## config.mk

```make
export PLATFORM = sky130hd
export DESIGN_NAME = interval_timer
export DESIGN_NICKNAME = d
export VERILOG_FILES = /design/src/rtl/itmr_pkg.sv /design/src/rtl/itmr_counter.sv /design/src/rtl/itmr_compare.sv /design/src/rtl/itmr_pending.sv /design/src/rtl/interval_timer.sv
export SDC_FILE = /design/constraint.sdc
export NUM_CORES = 1
export LEC_CHECK = 0
export ABC_AREA = 1
export BUFFER_PORTS_ARGS = -buffer_cell sky130_fd_sc_hd__buf_4
export CORE_ASPECT_RATIO = 0.8
export CORE_MARGIN = 4
export CORE_UTILIZATION = 36
export DETAILED_ROUTE_END_ITERATION = 7
export GPL_ROUTABILITY_DRIVEN = 0
export PLACE_DENSITY = 0.55
export SKIP_LAST_GASP = 1
export SYNTH_ARGS = -nofsm -noshare
export SYNTH_HDL_FRONTEND = slang
export SYNTH_SLANG_ARGS = --single-unit
```

## constraint.sdc

```tcl
create_clock -name clk -period 1.6 [get_ports clk]
set_input_delay 0.4 -clock clk [delete_from_list [all_inputs] [get_ports clk]]
set_output_delay 0.4 -clock clk [all_outputs]
set_load 0.005 [all_outputs]
```

## src/rtl/itmr_pkg.sv

```systemverilog
package itmr_pkg;

    localparam int CMP_W = 32;

    typedef struct packed {
        logic             armed;
        logic [CMP_W-1:0] value;
    } cmp_state_t;

    typedef struct packed {
        logic pend;
    } pend_state_t;

endpackage

```

## src/rtl/itmr_counter.sv

```systemverilog
module itmr_counter
    import itmr_pkg::*;
#(
    parameter int CNT_W = 64
) (
    input  logic             clk,
    input  logic             rst_n,
    input  logic             rd_en,
    output logic [CMP_W-1:0] cnt_lo,
    output logic [CNT_W-1:0] rd_data
);

    localparam logic [CNT_W-1:0] STEP = CNT_W'(1);

    logic [CNT_W-1:0] cnt_d, cnt_q;

    generate
        if (CNT_W != 32 && CNT_W != 64) begin : g_bad_width
            $error("itmr_counter: CNT_W must be 32 or 64");
        end
        if (CNT_W == CMP_W) begin : g_narrow
            assign cnt_lo = cnt_q;
        end else begin : g_wide
            assign cnt_lo = cnt_q[CMP_W-1:0];
        end
    endgenerate

    always_comb begin
        cnt_d   = cnt_q + STEP;
        rd_data = rd_en ? cnt_q : '0;
    end

    always_ff @(posedge clk or negedge rst_n) begin
        if (!rst_n) cnt_q <= '0;
        else        cnt_q <= cnt_d;
    end

    AST_CNT_STEP: assert property (@(posedge clk) disable iff (!rst_n)
        1'b1 |=> (cnt_q == CNT_W'($past(cnt_q) + STEP)));

endmodule

```

## src/rtl/itmr_compare.sv

```systemverilog
module itmr_compare
    import itmr_pkg::*;
(
    input  logic             clk,
    input  logic             rst_n,
    input  logic             wr_en,
    input  logic [CMP_W-1:0] wr_data,
    input  logic [CMP_W-1:0] cnt_lo,
    output logic             match
);

    cmp_state_t st_d, st_q;

    always_comb begin
        st_d = st_q;
        if (wr_en) begin
            st_d.value = wr_data;
            st_d.armed = 1'b1;
        end
        match = st_q.armed && (cnt_lo == st_q.value);
    end

    always_ff @(posedge clk or negedge rst_n) begin
        if (!rst_n) st_q <= '0;
        else        st_q <= st_d;
    end

    AST_CMP_HOLD: assert property (@(posedge clk) disable iff (!rst_n)
        !wr_en |=> $stable(st_q.value));

    AST_CMP_LOAD: assert property (@(posedge clk) disable iff (!rst_n)
        wr_en |=> (st_q.value == $past(wr_data)));

    AST_ARM_STICKY: assert property (@(posedge clk) disable iff (!rst_n)
        st_q.armed |=> st_q.armed);

endmodule

```

## src/rtl/itmr_pending.sv

```systemverilog
module itmr_pending
    import itmr_pkg::*;
(
    input  logic clk,
    input  logic rst_n,
    input  logic match,
    input  logic ack,
    input  logic mask,
    output logic pend,
    output logic irq_o
);

    pend_state_t st_d, st_q;

    always_comb begin
        st_d      = st_q;
        st_d.pend = match | (st_q.pend & ~ack);
        pend      = st_q.pend;
        irq_o     = st_q.pend & ~mask;
    end

    always_ff @(posedge clk or negedge rst_n) begin
        if (!rst_n) st_q <= '0;
        else        st_q <= st_d;
    end

    AST_PEND_RISE: assert property (@(posedge clk) disable iff (!rst_n)
        match |=> st_q.pend);

    AST_PEND_STICKY: assert property (@(posedge clk) disable iff (!rst_n)
        (st_q.pend && !ack) |=> st_q.pend);

    AST_ACK_CLEAR: assert property (@(posedge clk) disable iff (!rst_n)
        (st_q.pend && ack && !match) |=> !st_q.pend);

    AST_RISE_HAS_CAUSE: assert property (@(posedge clk) disable iff (!rst_n)
        $rose(st_q.pend) |-> $past(match));

endmodule

```

## src/rtl/interval_timer.sv

```systemverilog
module interval_timer
    import itmr_pkg::*;
#(
    parameter int CNT_W = 64
) (
    input  logic             clk,
    input  logic             rst_n,
    input  logic             tmr_rd,
    input  logic             tmr_wr,
    input  logic [31:0]      tmr_wdata,
    output logic [CNT_W-1:0] tmr_rdata,
    input  logic             irq_mask,
    input  logic             irq_ack,
    output logic             irq
);

    logic [CMP_W-1:0] cnt_lo;
    logic             match;
    logic             pend;

    itmr_counter #(.CNT_W(CNT_W)) i_counter (
        .clk     (clk),
        .rst_n   (rst_n),
        .rd_en   (tmr_rd),
        .cnt_lo  (cnt_lo),
        .rd_data (tmr_rdata)
    );

    itmr_compare i_compare (
        .clk     (clk),
        .rst_n   (rst_n),
        .wr_en   (tmr_wr),
        .wr_data (tmr_wdata),
        .cnt_lo  (cnt_lo),
        .match   (match)
    );

    itmr_pending i_pending (
        .clk   (clk),
        .rst_n (rst_n),
        .match (match),
        .ack   (irq_ack),
        .mask  (irq_mask),
        .pend  (pend),
        .irq_o (irq)
    );

    AST_MASK_KEEPS_PEND: assert property (@(posedge clk) disable iff (!rst_n)
        (pend && irq_mask && !irq_ack) |=> pend);

    AST_WR_KEEPS_PEND: assert property (@(posedge clk) disable iff (!rst_n)
        (pend && tmr_wr && !irq_ack) |=> pend);

endmodule

```

==> reports/results.txt <==
Status: finished clean
Arr. time, crit path: 1.82 ns
Pleak: 4.47 nW
Crit Path Class: reg2reg
Crit share post-route: 99.1%
Nets: 1119
Post-Syn Area: 5930 sq um
Vias: 5836
Area after DPL: 7550 sq um
Post-synthesis sequential area ratio: 41.4%
Syn nets: 914
Pwr Total: 5.43 mW
#FFs+latches synth: 98
DRT antenna net count: 0
CP endpoint: i_counter.cnt_q[35]
Initial core utilization: 37.2%
Worst setup SP type: register
Die area: 18600 sq um
Fillers: 1613
Tot GR Track Use: 20.0%
CTS Sinks: 98
Rel. slew slack: 68.2%
PD cells: 649 nW/um^2
Fraction of final layout cells sized beyond drive strength 1: 28.6%
Placed cells: 1257
Crit end category: register
Worst vdd ir: 0.000672 V
Final wirelength: 18.1 mm
CP delay by family, top: simple AND/OR/NAND/NOR gates
Reg2Reg Launch Point: i_counter.cnt_q[6]
Clock latency on the worst-skew pair: 0.36 ns
CTS tree: built
Cell variety after synth: 24
Yosys top cell by area: dfrtp_1
Worst Reg-to-Reg Cells: 7
Worst Path Required: 1.84 ns
Worst Max-Slew Pin Slew: 0.476 ns
CTS buffer count: 9
Final hold vios: 0
Max Cap Viol: 0
Synth area leaders: dfrtp_1 41%, nand2_1 20%, inv_1 9.5%
Vias per inst: 4.49
DRT Pass-1 Iters: 5
Fin crit period: 1.59 ns
R2R Setup Slk: 0.01 ns
CTS H-tree depth: 3
Root buf cell: clkbuf_16
DR iter-0 viols: 374
Most common cell after layout, fill and taps aside: nand2_1
# rows: 41
Yosys top cell area share: 41.4%
Number of global-route vias before repair: 5458
Setup_tns: 0 ns
Post-detail-place hpwl: 14.2 mm
Endpoints failing setup: 0
Largest net degree at the start of global routing: 65
IO Count: 103
GRT overflow: 0
Stages on worst setup path: 7
Clock Skews: 0.00742 ns
Worst-path clk slew: 0.07 ns
Final instance area: 8370 sq um
Synth Area per Inst: 6.78 sq um
CP max stage delay: 0.43 ns
Wire length of the first global-routing pass: 28.6 mm
Core Region: 16000 sq um
Antenna violations before repair: 0
CP cell instances: nand2_2, nor2_2, nand2_4, nor2_4, buf_4, nand3_1, xnor2_1
Worst r2r dst: i_counter.cnt_q[35]
Slowest-stage cell, CP: dfrtp_1
Area grow syn2layout: 41.1%
Die Wd: 152 um
Buf/Inv on CP: 1
CP startpoint: i_counter.cnt_q[6]
DRC: 0
Max Clock Freq: 0.631 GHz
Cell Count, Final, Fillers Out: 1300
Die H: 123 um
Drt wl/cell: 13.9 um
Antenna Cells: 0
Critical path fanouts, max: 4
Port bufs: 102
Clk buf depth: 2
Hold WC Path Type: in2reg
Post-Syn Instances: 875
Hold path startpoint: tmr_wdata[22]
Unrepaired setup endpoints after global routing: yes
Final Max Tran Viols: 0
YS warnings: 0
Most frequent cells in the layout: 314 x nand2_1, 183 x buf_4, 149 x inv_1
==> metrics by stage <==
step	utilization, %	hold WS [ns]	setup WS [ns]
4_1_cts	49.9	0.226	-0.0200
2_1_floorplan	-	0.104	0.0598
6_report	52.5	0.236	0.0147
5_1_grt	52.5	0.233	-0.0558
3_5_place_dp	47.4	0.362	-0.0689
3_3_place_gp	47.4	0.359	-0.0821
==> per-layer routing <==
layer	global-route usage, %	share of wire (%)	up-vias
met5	0	0	-
met4	4.71	1.2	0
met3	3.95	5.7	14
met2	26.9	39	149
met1	32.5	54	2658
li1	-	-	3015
==> area by class of cell <==
type	count	area (sq um)	area share [%]
Inverter	151	567	6.77
Clock inverter	5	86.3	1.03
Timing Repair Buffer	209	1700	20.3
Clock buffer	11	243	2.90
Tap cell	215	269	3.21
Sequential cell	98	2470	29.5
Multi-Input combinational cell	611	3030	36.3
==> what timing repair did <==
action	in CTS	in global routing
pin swaps	2	10
resized for setup	10	80
hold buffers	1	0
hold endpoints to repair	22	0
setup buffers	5	21
setup endpoints to repair	72	53
==> worst register-to-register path, cell delays in order, from the launching register on <==
cell and delay (ns):
dfrtp_1 0.43, nand2_2 0.09, nor2_2 0.19, nand2_4 0.11, nor2_4 0.19, buf_4 0.14, nand3_1 0.15, xnor2_1 0.17
==> worst min-delay path by stage <==
stage	slack, ns	to	cells after the start
global placement	0.36	i_compare.st_q[6]	1
global route	0.23	i_compare.st_q[2]	3
detailed placement	0.36	i_compare.st_q[6]	1
finish	0.24	i_compare.st_q[22]	3
CTS	0.23	i_compare.st_q[22]	3
floorplan	0.10	i_compare.st_q[0]	0
==> sequential cells by signal, summed over array words and instances, names as in the netlist <==
register,cells
i_pending.pend,1
i_counter.cnt_q,64
i_compare.st_q,33
==> report_power, final <==
| group | internal, mW | total [mW] | switching, mW |
|---|---|---|---|
| clock | 1.43 | 2.47 | 1.04 |
| sequential | 2.55 | 2.59 | 0.0414 |
| combinational | 0.159 | 0.381 | 0.222 |
| total | 4.13 | 5.43 | 1.30 |
==> logic make-up (layout without fill, tap and decap cells) <==
logic type                 count (synthesis)  in the layout  share of synthesized area, %
and+or+nand+nor                          522            522                          37.0
buffers and inverters                    166            376                          10.6
DFF                                       98             98                          41.4
xor gates and xnor gates                  54             54                          7.97
AOI/OAI and AO/OA                         34             34                          2.87
adders and majority gates                  1              1                         0.211
==> Yosys cell counts <==
master	number
inv_1	150
dfrtp_1	98
clkinv_1	1
nor2_1	110
nand3_1	26
nor2_8	1
clkbuf_1	12
buf_4	1
nand2_2	10
nor2_2	10
nor2_4	7
buf_2	1
nand2_1	323
a21oi_1	1
nor3_1	14
nand4_1	14
ha_1	1
xnor2_1	12
nand2_4	2
buf_1	1
o21ai_0	33
nand3b_1	3
or2_2	2
xor2_1	42
Note: power is estimated with default switching activity, not from simulation.
